`src/rtl/serr_pkg.sv`:
```
// Package: shared indices, masks and register selects of the system error
// reporting logic. Assumes event strobes are packed in the order below.
package serr_pkg;

    localparam int NUM_EVT = 5;

    // Bit position of each bridge error strobe inside the packed event vector
    localparam int EV_ADDR     = 0;
    localparam int EV_ATTR     = 1;
    localparam int EV_MDPE     = 2;
    localparam int EV_MSI_ABT  = 3;
    localparam int EV_INB_MABT = 4;

    // Events that only qualify while the bus runs in extended mode
    localparam logic [NUM_EVT-1:0] EVT_MODE_GATED =
        (NUM_EVT'(1) << EV_ATTR) | (NUM_EVT'(1) << EV_MDPE);

    // Interrupt status bit positions
    localparam int ISR_W    = 2;
    localparam int ISR_ASRT = 0;
    localparam int ISR_DET  = 1;

    // Register select for the write-one-to-clear port
    typedef enum logic {
        SEL_STATUS = 1'b0,
        SEL_ISR    = 1'b1
    } reg_sel_e;

endpackage

```
`src/rtl/serr_line_sync.sv`:
```
// Module: serr_line_sync
// Brings the external active-low system error line into the clock domain
// through SYNC_STAGES flops. One extra flop gives a one-clock pulse on each
// high-to-low transition. Assumes the idle level of the line is high.
module serr_line_sync #(
    parameter int SYNC_STAGES = 2
) (
    input  logic clk,
    input  logic rst_n,
    input  logic line_n,
    output logic fall_pulse
);
    localparam int CHAIN = SYNC_STAGES + 1;

    logic [CHAIN-1:0] chain_q;

    // Shift the line level through the synchronizer and edge flops
    generate
        for (genvar i = 0; i < CHAIN; i++) begin : g_stage
            if (i == 0) begin : g_first
                always_ff @(posedge clk) begin
                    if (!rst_n) chain_q[i] <= 1'b1;
                    else        chain_q[i] <= line_n;
                end
            end else begin : g_next
                always_ff @(posedge clk) begin
                    if (!rst_n) chain_q[i] <= 1'b1;
                    else        chain_q[i] <= chain_q[i-1];
                end
            end
        end
    endgenerate

    // Falling edge: synchronized level low while the older sample was high
    always_comb begin
        fall_pulse = !chain_q[SYNC_STAGES-1] && chain_q[SYNC_STAGES];
    end

endmodule

```
`src/rtl/serr_trigger.sv`:
```
// Module: serr_trigger
// Decides in each cycle whether the block raises system error. Mode-gated
// events qualify only in extended mode. The manual trigger qualifies once
// per 0-to-1 cycle of its level and only while the drive enable is set.
// The output pin is registered and low for one clock per qualifying cycle.
module serr_trigger
    import serr_pkg::*;
#(
    parameter int N_EVT = NUM_EVT,
    parameter logic [N_EVT-1:0] GATED = EVT_MODE_GATED
) (
    input  logic             clk,
    input  logic             rst_n,
    input  logic [N_EVT-1:0] evt,
    input  logic             mode_ext,
    input  logic             man_req,
    input  logic             drive_en,
    output logic             hw_hit,
    output logic             fire,
    output logic             serr_n
);
    logic [N_EVT-1:0] evt_ok;
    logic             man_armed_q;
    logic             man_fire;
    logic             serr_n_q;

    // Qualify each event; mode-gated ones need extended mode
    generate
        for (genvar i = 0; i < N_EVT; i++) begin : g_qual
            if (GATED[i]) begin : g_gated
                always_comb evt_ok[i] = evt[i] && mode_ext;
            end else begin : g_plain
                always_comb evt_ok[i] = evt[i];
            end
        end
    endgenerate

    // Combine hardware events and the armed manual trigger
    always_comb begin
        hw_hit   = |evt_ok;
        man_fire = man_req && drive_en && man_armed_q;
        fire     = hw_hit || man_fire;
    end

    // Disarm after a manual fire, re-arm once software drops the level
    always_ff @(posedge clk) begin
        if (!rst_n)         man_armed_q <= 1'b1;
        else if (man_fire)  man_armed_q <= 1'b0;
        else if (!man_req)  man_armed_q <= 1'b1;
    end

    // Register the active-low drive so each qualifying cycle gives one low clock
    always_ff @(posedge clk) begin
        if (!rst_n) serr_n_q <= 1'b1;
        else        serr_n_q <= !fire;
    end

    assign serr_n = serr_n_q;

endmodule

```
`src/rtl/serr_status.sv`:
```
// Module: serr_status
// Holds the sticky raised status bit and the two interrupt status bits.
// All are write-one-to-clear, and a set in the same cycle wins. Assumes
// self_fire and ext_fall are single-cycle pulses.
module serr_status
    import serr_pkg::*;
(
    input  logic             clk,
    input  logic             rst_n,
    input  logic             self_fire,
    input  logic             ext_fall,
    input  logic             asrt_mask,
    input  logic             det_en,
    input  logic             wr_en,
    input  logic             wr_sel,
    input  logic [ISR_W-1:0] wr_data,
    output logic             stat_asserted,
    output logic [ISR_W-1:0] isr,
    output logic             irq
);
    logic             stat_q;
    logic [ISR_W-1:0] isr_q;
    logic             stat_clr;
    logic [ISR_W-1:0] isr_clr;
    logic [ISR_W-1:0] isr_set;

    // Decode clear strobes from the write port
    always_comb begin
        stat_clr = wr_en && (wr_sel == SEL_STATUS) && wr_data[0];
        isr_clr  = (wr_en && (wr_sel == SEL_ISR)) ? wr_data : '0;
    end

    // Work out which interrupt status bits the events set
    always_comb begin
        isr_set           = '0;
        isr_set[ISR_ASRT] = self_fire && !asrt_mask;
        isr_set[ISR_DET]  = (self_fire || ext_fall) && det_en;
    end

    // Sticky raised status: set on every self fire, clear on write-one
    always_ff @(posedge clk) begin
        if (!rst_n) stat_q <= 1'b0;
        else        stat_q <= self_fire || (stat_q && !stat_clr);
    end

    // Interrupt status bits with set-over-clear priority
    always_ff @(posedge clk) begin
        if (!rst_n) isr_q <= '0;
        else        isr_q <= isr_set | (isr_q & ~isr_clr);
    end

    // Drive outputs; the core request is any pending interrupt status
    always_comb begin
        stat_asserted = stat_q;
        isr           = isr_q;
        irq           = |isr_q;
    end

endmodule

```
`src/rtl/serr_report.sv`:
```
// Module: serr_report (top)
// System error reporting for a bus bridge: packs the bridge's error strobes,
// decides when to raise the active-low system error pin, synchronizes the
// shared external line, and keeps the status and interrupt status bits.
// Assumes event strobes are synchronous and one cycle wide.
module serr_report
    import serr_pkg::*;
#(
    parameter int SYNC_STAGES = 2
) (
    input  logic       clk,
    input  logic       rst_n,
    input  logic       ev_addr_err,
    input  logic       ev_attr_err,
    input  logic       ev_mdpe,
    input  logic       ev_msi_abort,
    input  logic       ev_inb_mabort,
    input  logic       mode_ext,
    input  logic       man_assert,
    input  logic       serr_en,
    input  logic       asrt_irq_mask,
    input  logic       det_irq_en,
    input  logic       ext_serr_n,
    input  logic       wr_en,
    input  logic       wr_sel,
    input  logic [1:0] wr_data,
    output logic       serr_n,
    output logic       stat_asserted,
    output logic [1:0] isr,
    output logic       irq
);
    logic [NUM_EVT-1:0] evt_vec;
    logic               hw_hit;
    logic               fire;
    logic               ext_fall;

    // Pack the bridge strobes in package order
    always_comb begin
        evt_vec              = '0;
        evt_vec[EV_ADDR]     = ev_addr_err;
        evt_vec[EV_ATTR]     = ev_attr_err;
        evt_vec[EV_MDPE]     = ev_mdpe;
        evt_vec[EV_MSI_ABT]  = ev_msi_abort;
        evt_vec[EV_INB_MABT] = ev_inb_mabort;
    end

    serr_trigger #(
        .N_EVT (NUM_EVT),
        .GATED (EVT_MODE_GATED)
    ) u_trigger (
        .clk      (clk),
        .rst_n    (rst_n),
        .evt      (evt_vec),
        .mode_ext (mode_ext),
        .man_req  (man_assert),
        .drive_en (serr_en),
        .hw_hit   (hw_hit),
        .fire     (fire),
        .serr_n   (serr_n)
    );

    serr_line_sync #(
        .SYNC_STAGES (SYNC_STAGES)
    ) u_line_sync (
        .clk        (clk),
        .rst_n      (rst_n),
        .line_n     (ext_serr_n),
        .fall_pulse (ext_fall)
    );

    serr_status u_status (
        .clk           (clk),
        .rst_n         (rst_n),
        .self_fire     (fire),
        .ext_fall      (ext_fall),
        .asrt_mask     (asrt_irq_mask),
        .det_en        (det_irq_en),
        .wr_en         (wr_en),
        .wr_sel        (wr_sel),
        .wr_data       (wr_data),
        .stat_asserted (stat_asserted),
        .isr           (isr),
        .irq           (irq)
    );

endmodule

```
`config.mk`:
```
export PLATFORM = sky130hd
export DESIGN_NAME = serr_report
export DESIGN_NICKNAME = d
export VERILOG_FILES = /design/src/rtl/serr_pkg.sv /design/src/rtl/serr_line_sync.sv /design/src/rtl/serr_trigger.sv /design/src/rtl/serr_status.sv /design/src/rtl/serr_report.sv
export SDC_FILE = /design/constraint.sdc
export NUM_CORES = 1
export LEC_CHECK = 0
export CAP_MARGIN = 20
export CORE_AREA = 3 3 40 42
export CTS_CLUSTER_DIAMETER = 40
export CTS_CLUSTER_SIZE = 8
export DETAILED_ROUTE_END_ITERATION = 8
export DIE_AREA = 0 0 43 45
export PLACE_DENSITY = 0.69
export SYNTH_ARGS = -nofsm -noshare
export SYNTH_HDL_FRONTEND = slang
export SYNTH_SLANG_ARGS = --single-unit
```
`constraint.sdc`:
```
create_clock -name clk -period 1 [get_ports clk]
set_input_delay 0.2 -clock clk [delete_from_list [all_inputs] [get_ports clk]]
set_output_delay 0.2 -clock clk [all_outputs]
set_load 0.02 [all_outputs]
```
==> out/metrics.csv, run 1 <==
metric;value;unit
peak supply drop;0.595;mV
RSZ-0062 raised after global routing;yes;
DRT antenna net count;0;
Synth top area share;0.516;
chip width;43;um
Synth Register Bits;8;
post-synthesis simple-gate area fraction;0.290;
Post-synth top flop;dfxtp_1;
largest family of logic cells by synthesized area;simple AND/OR/NAND/NOR gates;
vias in the first global route;296;
top post-synthesis cells by count;dfxtp_1 (8), nand2b_1 (5), nand3_1 (3);
clock buffer depth;2;
Slew Limit Fails;0;
Tightest Hold Check Type;in -> reg;
Synth warnings;0;
clk sinks;8;
Seq/Total Area, Yosys;0.516;
DRT Wirelength;770;um
GPL Wtd Cong;0.708;
Remaining Overflow, GRT;0;
dominant cell type by area after synthesis;dfxtp_1;
P_int;0.589;mW
die area;1940;um^2
Tmin final;1.13;ns
Layout fillers;132;
Core Region;1280;um^2
Post-Synth Adder-Cell Area;0;
drt pass-1 iters;3;
number of DRC markers in iteration 0;4;
asr flop ratio synth;0;
first-pass GRT wire length;1260;um
max_cap viols;0;
Post-CTS Setup Inserts;0;
TritonCTS Buffers;3;
Die H;45;um
via/cell ratio;4.46;
R2R setup slack;0.05;ns
crit path launch type;flip-flop;
Clock Power Share;0.317;
Max Clock Freq;0.884;GHz
Mapped Avg Cell Area;10.0;um^2
Crit. End Element;output port;
post-synthesis mux area share;0;
Ant. Diodes;0;
top-count cell post-synth;dfxtp_1;
Switching Share;0.244;
TritonCTS clock tree;done;
CTS root buffer;clkbuf_4;
largest net degree at the start of global routing;10;
sequential share of power;0.447;
pwr dens;1320;nW/um^2
status;finished with violations;
placed cells;69;
overall routing resource usage;0.0954;
Worst slew margin;0.802;
Combinational Power Share;0.236;
non-filler cells, final;72;
CTS H-tree lvls;1;
largest cells by area after synthesis;dfxtp_1 (52%), nand2b_1 (10%), o41ai_2 (5.2%);
Rows;13;
initial antenna violation count;0;
vias;321;
cell count after synthesis;31;
Top Ports;22;
wire per inst;10.7;um
final setup fails;4;
final hold viol count;0;
complex-gate fraction of the synthesized area;0.181;
failing checks;negative setup slack;
CP Class;reg -> out;
Post-synth EDFFs;0;
Syn Nets;48;
Area Growth Syn to Fin;90.7;%
Final WS setup;-0.131;ns
final worst path period share;1.13;
Initial Utilization;0.241;
LEAKAGE;0.249;nW
required time worst endpoint;0.80;ns
Psw;0.190;mW
CP Max Fanout;2;
Min Hold Slack;0.377;ns
clock transition at the registers of the reported paths;0.05;ns
synth unique cells;16;
DR DRC count;0;
TNS Setup;-0.182;ns
Final Net Count;76;
CP arrival;0.93;ns
layout cells sized above 1;0.333;
worst-margin pin slew;0.296;ns
worst-skew pair later-pin latency;0.25;ns
XOR/XNOR share of the synthesized area;0;
Port Buffers;21;
area of the mapped netlist;310;um^2
skew final;0.000544;ns
[layout by cell type, fill, tap and decap left out, types with 2 or more instances in the layout]
master           instances
buf_2                    4
buf_6                    4
clkbuf_4                 3
clkdlybuf4s50_1         10
dfxtp_1                  6
dfxtp_2                  2
dlygate4sd2_1            3
nand2_1                  2
nand2b_1                 5
nand3_1                  3
[worst paths after layout]
kind,startpoint,end,depth (start not counted)
worst max-delay path,u_status.isr[1],irq,2
worst min-delay path,ev_msi_abort,u_status.isr[0],4
worst max register to register,u_line_sync.chain_q[2],u_status.isr[1],3
worst min register to register,u_line_sync.chain_q[0],u_line_sync.chain_q[1],1
[flip-flops by register name, indices dropped and copies added (netlist names)]
signal and count:
u_status.isr 2, u_status.stat_asserted 1, u_trigger.serr_n 1, u_line_sync.chain_q 3, u_trigger.man_armed_q 1
[repair_timing]
action                     CTS  global route
gates resized for setup     43             3
setup endpoints to repair    9             6
hold buffers                 0             0
pin swaps                    7             0
hold endpoints to repair     0             0
[cell type report]
class	count	area [um^2]	area share
clock buffers	3	22.5	0.0381
repair buffers	23	209	0.353
flip-flops and latches	8	163	0.275
well taps	15	18.8	0.0317
multi-input cells	22	175	0.296
inverters	1	3.75	0.00634
[through the flow]
step	area [um^2]	worst slack (ns)	power (mW)	utilization
global route	592	-0.157	0.816	0.461
finish	592	-0.131	0.779	0.461
floorplan	310	0.0140	0.409	-
global placement	554	-0.461	0.526	0.431
detailed placement	554	-0.523	0.529	0.431
CTS	581	-0.138	0.787	0.452
[worst max-delay path, cell delays in order, from the launching register on]
cell and delay, ns:
dfxtp_2 0.31, or2_4 0.24, buf_6 0.13
[routing by layer]
layer,part of all wire,vias up,track usage,routed length (um)
met3,0.12,2,0.0398,94
met1,0.45,139,0.112,344
met4,0.018,0,0.0904,14
li1,-,160,-,-
met5,0,-,0,0
met2,0.41,20,0.129,316
[power groups by stage]
stage / sequential [mW] / clock, mW / combinational, mW
6_report: 0.348 / 0.247 / 0.184
5_1_grt: 0.351 / 0.268 / 0.197
4_1_cts: 0.347 / 0.259 / 0.181
3_5_place_dp: 0.352 / 0 / 0.177
3_3_place_gp: 0.351 / 0 / 0.174
2_1_floorplan: 0.368 / 0 / 0.0417
[kinds of logic after synthesis]
group,after synthesis
flops,8
simple gates,15
buf+inv,1
compound gates,7
(Power assumes the default switching activity.)
==> inputs of run 2 (changes only) <==
--- a/config.mk
+++ b/config.mk
@@ -5,6 +5,7 @@
 export SDC_FILE = /design/constraint.sdc
 export NUM_CORES = 1
 export LEC_CHECK = 0
+export ABC_CLOCK_PERIOD_IN_PS = 1000
 export CAP_MARGIN = 20
 export CORE_AREA = 3 3 40 42
 export CTS_CLUSTER_DIAMETER = 40
@@ -12,6 +13,7 @@
 export DETAILED_ROUTE_END_ITERATION = 8
 export DIE_AREA = 0 0 43 45
 export PLACE_DENSITY = 0.69
+export SETUP_SLACK_MARGIN = 0.02
 export SYNTH_ARGS = -nofsm -noshare
 export SYNTH_HDL_FRONTEND = slang
 export SYNTH_SLANG_ARGS = --single-unit
==> out/metrics.csv, run 2 (same netlist as run 1, synthesis figures left out) <==
metric;value;unit;change
status;finished with violations;;unchanged
failing checks;negative setup slack;;unchanged
Port Buffers;21;;unchanged
Largest register FFs;3;;unchanged
Slew Limit Fails;0;;unchanged
overall routing resource usage;0.0912;;was 0.0954
number of DRC markers in iteration 0;3;;was 4
worst-margin pin slew;0.290;ns;was 0.296 ns
die area;1940;um^2;unchanged
Final WS setup;-0.119;ns;was -0.131 ns
Reg with most FFs;u_line_sync.chain_q;;unchanged
pwr dens;1260;nW/um^2;was 1320 nW/um^2
worst r2r dst;u_status.isr[1];;unchanged
Layout fillers;119;;was 132
CTS H-tree lvls;1;;unchanged
Tmin final;1.12;ns;was 1.13 ns
GPL Wtd Cong;0.664;;was 0.708
CP Max Fanout;2;;unchanged
Remaining Overflow, GRT;0;;unchanged
hold endpoint;u_trigger.man_armed_q;;was u_status.isr[0]
layout cells sized above 1;0.362;;was 0.333
Area Growth Syn to Fin;98.4;%;was 90.7%
final worst path period share;1.12;;was 1.13
DRT antenna net count;0;;unchanged
clk sinks;8;;unchanged
CTS root buffer;clkbuf_4;;unchanged
Worst slew margin;0.806;;was 0.802
via/cell ratio;4.44;;was 4.46
clock buffer depth;2;;unchanged
vias;324;;was 321
Initial Utilization;0.241;;unchanged
DR DRC count;0;;unchanged
peak supply drop;0.626;mV;was 0.595 mV
worst-skew pair later-pin latency;0.25;ns;about the same
footprint of the multi-input gates;183;um^2;was 175 um^2
drt pass-1 iters;4;;was 3
RSZ-0062 raised after global routing;yes;;unchanged
Ant. Diodes;0;;unchanged
vias in the first global route;305;;was 296
Rows;13;;unchanged
Max Clock Freq;0.893;GHz;was 0.884 GHz
DRT Wirelength;765;um;was 770 um
Register-to-Register Path Depth;3;;unchanged
first-pass GRT wire length;1300;um;was 1260 um
TritonCTS Buffers;3;;unchanged
wire per inst;10.5;um;was 10.7 um
final setup fails;2;;was 4
R2R setup slack;0.07;ns;was 0.05 ns
DP HPWL;595;um;
most common cell after layout, fill and taps aside;clkdlybuf4s50_1;;unchanged
Top Ports;22;;unchanged
initial antenna violation count;0;;unchanged
skew final;0.00340;ns;was 0.000544 ns
Core Region;1280;um^2;unchanged
crit path launch type;flip-flop;;unchanged
LEAKAGE;0.263;nW;was 0.249 nW
Tightest Hold Check Type;in -> reg;;unchanged
hold_buf cts;0;;unchanged
Die H;45;um;unchanged
Crit. End Element;output port;;unchanged
Final Util;0.479;;was 0.461
largest net degree at the start of global routing;10;;unchanged
commonest cells after routing, fill and taps aside;clkdlybuf4s50_1 (8), buf_6 (7), dfxtp_1 (7);;was clkdlybuf4s50_1 (10), dfxtp_1 (6), nand2b_1 (5)
final hold viol count;0;;unchanged
Hold Path Cell Cnt;2;;was 4
Final Net Count;77;;was 76
required time worst endpoint;0.80;ns;about the same
chip width;43;um;unchanged
CP Class;reg -> out;;unchanged
Place WS;-0.477;ns;was -0.523 ns
Min Hold Slack;0.321;ns;was 0.377 ns
CP arrival;0.92;ns;was 0.93 ns
max_cap viols;0;;unchanged
TritonCTS clock tree;done;;unchanged
reg2reg start;u_line_sync.chain_q[2];;unchanged
FF+latch area;161;um^2;was 163 um^2
clock transition at the registers of the reported paths;0.05;ns;about the same
HP Start;serr_en;;was ev_msi_abort
[run 2: cell types whose count changed in the layout (fill, tap and decap cells not counted)]
| cell | delta |
|---|---|
| dfxtp_2 | -1 |
| o21a_4 | +1 |
| buf_2 | -1 |
| o21a_1 | -1 |
| a21boi_0 | -1 |
| clkdlybuf4s50_1 | -2 |
| buf_6 | +3 |
| o21ai_1 | +1 |
| dfxtp_1 | +1 |
| a21boi_1 | +1 |
| dlygate4sd2_1 | +1 |
| o21ai_0 | -1 |
[run 2: report_power, final]
group          switching, mW  total [mW]  internal [mW]
Clock                 0.0983       0.235          0.137
Combinational         0.0737       0.193          0.119
Sequential           0.00819       0.348          0.339
[run 2: worst max path at each step]
stage | to | slack, ns | cells after the start | start
after floorplan | u_status.isr[1] | 0.03 | 3 | ev_inb_mabort
after detailed placement | u_status.isr[1] | -0.48 | 4 | ev_inb_mabort
final | irq | -0.12 | 2 | u_status.isr[1]
after global placement | u_status.isr[1] | -0.46 | 4 | ev_inb_mabort
after global routing | irq | -0.14 | 2 | u_status.isr[1]
after CTS | irq | -0.13 | 2 | u_status.isr[1]
[run 2: cell type report]
| class | instances | area share |
|---|---|---|
| repair buffers | 24 | 0.368 |
| multi-input cells | 22 | 0.297 |
| flip-flops and latches | 8 | 0.262 |
| clock buffers | 3 | 0.0366 |
| well taps | 15 | 0.0305 |
| inverters | 1 | 0.00610 |
[run 2: timing repair]
action / 4_1_cts / 5_1_grt
gates resized for setup: 47 / 8
pin swaps: 6 / 5
setup endpoints to repair: 9 / 6
endpoints found under the hold margin: 0 / 0
buffers inserted: 1 / 0
[run 2: worst max-delay path, cell delays in order (launching register included)]
cell and delay, ns:
dfxtp_1 0.30, or2_4 0.24, buf_6 0.13
[run 2: metal layers]
metal,vias to the layer above,GRT usage,wire [um]
met5,-,0,0
met4,0,0.0542,0
met3,0,0.0518,93
met2,15,0.126,355
met1,145,0.110,317
li1,164,-,-
[run 2: metrics by stage]
stage	area [um^2]	setup TNS, ns	std cells	power [mW]
after floorplan	315	0	31	0.411
after global placement	559	-2.72	69	0.528
after detailed placement	559	-2.84	69	0.529
after CTS	592	-0.152	73	0.778
after global routing	616	-0.185	73	0.818
final	616	-0.124	73	0.775
==> inputs of run 3 (changes only) <==
--- a/config.mk
+++ b/config.mk
@@ -5,15 +5,15 @@
 export SDC_FILE = /design/constraint.sdc
 export NUM_CORES = 1
 export LEC_CHECK = 0
-export ABC_CLOCK_PERIOD_IN_PS = 1000
+export ABC_CLOCK_PERIOD_IN_PS = 1230
 export CAP_MARGIN = 20
 export CORE_AREA = 3 3 40 42
 export CTS_CLUSTER_DIAMETER = 40
 export CTS_CLUSTER_SIZE = 8
 export DETAILED_ROUTE_END_ITERATION = 8
 export DIE_AREA = 0 0 43 45
-export PLACE_DENSITY = 0.69
-export SETUP_SLACK_MARGIN = 0.02
+export PLACE_DENSITY = 0.67
+export SETUP_SLACK_MARGIN = 0.4
 export SYNTH_ARGS = -nofsm -noshare
 export SYNTH_HDL_FRONTEND = slang
 export SYNTH_SLANG_ARGS = --single-unit
==> constraint.sdc (replaced) <==
create_clock -name clk -period 1.23 [get_ports clk]
set_input_delay 0.246 -clock clk [delete_from_list [all_inputs] [get_ports clk]]
set_output_delay 0.246 -clock clk [all_outputs]
set_load 0.02 [all_outputs]
==> out/metrics.csv, run 3 (same netlist as run 1, synthesis figures left out) <==
metric;value;unit;change
DR DRC count;0;;unchanged
GPL Wtd Cong;0.578;;was 0.664
CP arrival;0.94;ns;was 0.92 ns
Layout fillers;132;;was 119
largest net degree at the start of global routing;10;;unchanged
CP Class;reg -> out;;unchanged
clock transition at the registers of the reported paths;0.06;ns;was 0.05 ns
wire per inst;10.2;um;was 10.5 um
TNS Setup;0;ns;was -0.124 ns
number of DRC markers in iteration 0;4;;was 3
overall routing resource usage;0.0927;;was 0.0912
Die H;45;um;unchanged
clk sinks;8;;unchanged
placed inst area;559;um^2;unchanged
Remaining Overflow, GRT;0;;unchanged
clock buffer depth;2;;unchanged
R2R setup slack;0.27;ns;was 0.07 ns
FF+latch area;168;um^2;was 161 um^2
first-pass GRT wire length;1320;um;was 1300 um
DRT antenna net count;0;;unchanged
final setup fails;0;;was 2
initial antenna violation count;0;;unchanged
DP HPWL;558;um;was 595 um
Port Buffers;21;;unchanged
Psw;0.154;mW;was 0.180 mW
Area Growth Syn to Fin;102;%;was 98.4%
footprint of the multi-input gates;164;um^2;was 183 um^2
TritonCTS clock tree;done;;unchanged
layout cells sized above 1;0.410;;was 0.362
hold_buf cts;0;;unchanged
Tightest Hold Check Type;in -> reg;;unchanged
reg2reg start;u_trigger.man_armed_q;;was u_line_sync.chain_q[2]
CTS root buffer;clkbuf_4;;unchanged
chip width;43;um;unchanged
TritonCTS Buffers;3;;unchanged
vias;326;;was 324
die area;1940;um^2;unchanged
post-layout instance area;626;um^2;was 616 um^2
CP Max Fanout;2;;unchanged
LEAKAGE;0.274;nW;was 0.263 nW
drt pass-1 iters;4;;unchanged
Largest register FFs;3;;unchanged
Final Net Count;79;;was 77
pwr dens;1050;nW/um^2;was 1260 nW/um^2
peak supply drop;0.580;mV;was 0.626 mV
Crit. End Element;output port;;unchanged
RSZ-0062 raised after global routing;yes;;unchanged
worst r2r dst;u_status.isr[1];;unchanged
Top Ports;22;;unchanged
required time worst endpoint;0.98;ns;was 0.80 ns
skew final;0.00817;ns;was 0.00340 ns
vias in the first global route;319;;was 305
Switching Share;0.234;;was 0.233
via/cell ratio;4.29;;was 4.44
crit path launch type;flip-flop;;unchanged
CTS H-tree lvls;1;;unchanged
Rows;13;;unchanged
Clock Power Share;0.324;;was 0.303
sequential share of power;0.431;;was 0.448
Tmin final;1.19;ns;
worst-margin pin slew;0.301;ns;was 0.290 ns
Reg with most FFs;u_line_sync.chain_q;;unchanged
final hold viol count;0;;unchanged
Worst setup startpoint;u_status.isr[1];;unchanged
Register-to-Register Path Depth;3;;unchanged
Combinational Power Share;0.245;;was 0.248
max_cap viols;0;;unchanged
Worst Setup EP;irq;;unchanged
Max Clock Freq;0.842;GHz;
DRT Wirelength;778;um;was 765 um
worst-skew pair later-pin latency;0.25;ns;about the same
status;finished, final reports clean;;was finished with violations
commonest cells after routing, fill and taps aside;buf_6 (8), clkdlybuf4s50_1 (7), dlygate4sd2_1 (6);;was clkdlybuf4s50_1 (8), buf_6 (7), dfxtp_1 (7)
Worst slew margin;0.799;;was 0.806
Slew Limit Fails;0;;unchanged
P_int;0.502;mW;was 0.595 mW
most common cell after layout, fill and taps aside;buf_6;;was clkdlybuf4s50_1
Initial Utilization;0.241;;unchanged
Min Hold Slack;0.357;ns;was 0.321 ns
HP Start;serr_en;;unchanged
Core Region;1280;um^2;unchanged
final worst path period share;0.966;;
Final Util;0.487;;was 0.479
Ant. Diodes;0;;unchanged
==> run 3: cell types whose count changed in the layout (fill, tap and decap cells not counted), sizes merged <==
cell	change
clkdlybuf4s15	-1
clkdlybuf4s50	-1
buf	+2
clkbuf	+1
dlygate4sd2	+2
==> run 3: final cells by class <==
class                      instances  share of cell area
tap                               15              0.0300
timing repair buffer              26               0.392
inverter                           1             0.00600
multi-input combinational         22               0.262
clock buffer                       4              0.0420
sequential                         8               0.268
==> run 3: worst max-delay path, cell delays in order (launching register included) <==
cell and delay [ns]:
dfxtp_4 0.34, or2_4 0.22, buf_6 0.13
==> run 3: stage by stage <==
stage	setup WS (ns)	instances	power [mW]
floorplan	0.214	31	0.338
global placement	-0.279	68	0.427
detailed placement	-0.300	68	0.428
CTS	0.0299	74	0.660
global route	0.0158	76	0.692
finish	0.0423	76	0.656
==> run 3: layer usage <==
layer / share of wire / up-vias / track usage
met2: 0.45 / 13 / 0.150
li1: - / 168 / -
met3: 0.085 / 0 / 0.0398
met1: 0.46 / 145 / 0.109
met5: 0 / - / 0
met4: 0 / 0 / 0.0361
==> run 3: power groups by stage <==
| stage | Clock [mW] | Sequential, mW | Combinational, mW |
|---|---|---|---|
| final | 0.213 | 0.283 | 0.161 |
| after global placement | 0 | 0.287 | 0.140 |
| after detailed placement | 0 | 0.287 | 0.141 |
| after global routing | 0.233 | 0.285 | 0.175 |
| after CTS | 0.223 | 0.284 | 0.153 |
| after floorplan | 0 | 0.300 | 0.0378 |
==> run 3: how the worst min path moves through the flow <==
stage / endpoint / slack, ns / cells past startpoint
detailed placement: u_line_sync.chain_q[1] / 0.40 / 1
global placement: u_line_sync.chain_q[1] / 0.39 / 1
CTS: u_trigger.man_armed_q / 0.35 / 2
floorplan: u_line_sync.chain_q[2] / 0.32 / 1
finish: u_trigger.man_armed_q / 0.36 / 2
global route: u_status.stat_asserted / 0.38 / 4
==> run 3: repair_timing <==
| item | 4_1_cts | 5_1_grt |
|---|---|---|
| endpoints found under the hold margin | 0 | 0 |
| setup endpoints to repair | 13 | 9 |
| buffers inserted | 2 | 2 |
| pin swaps | 9 | 5 |
| resized for setup | 53 | 1 |
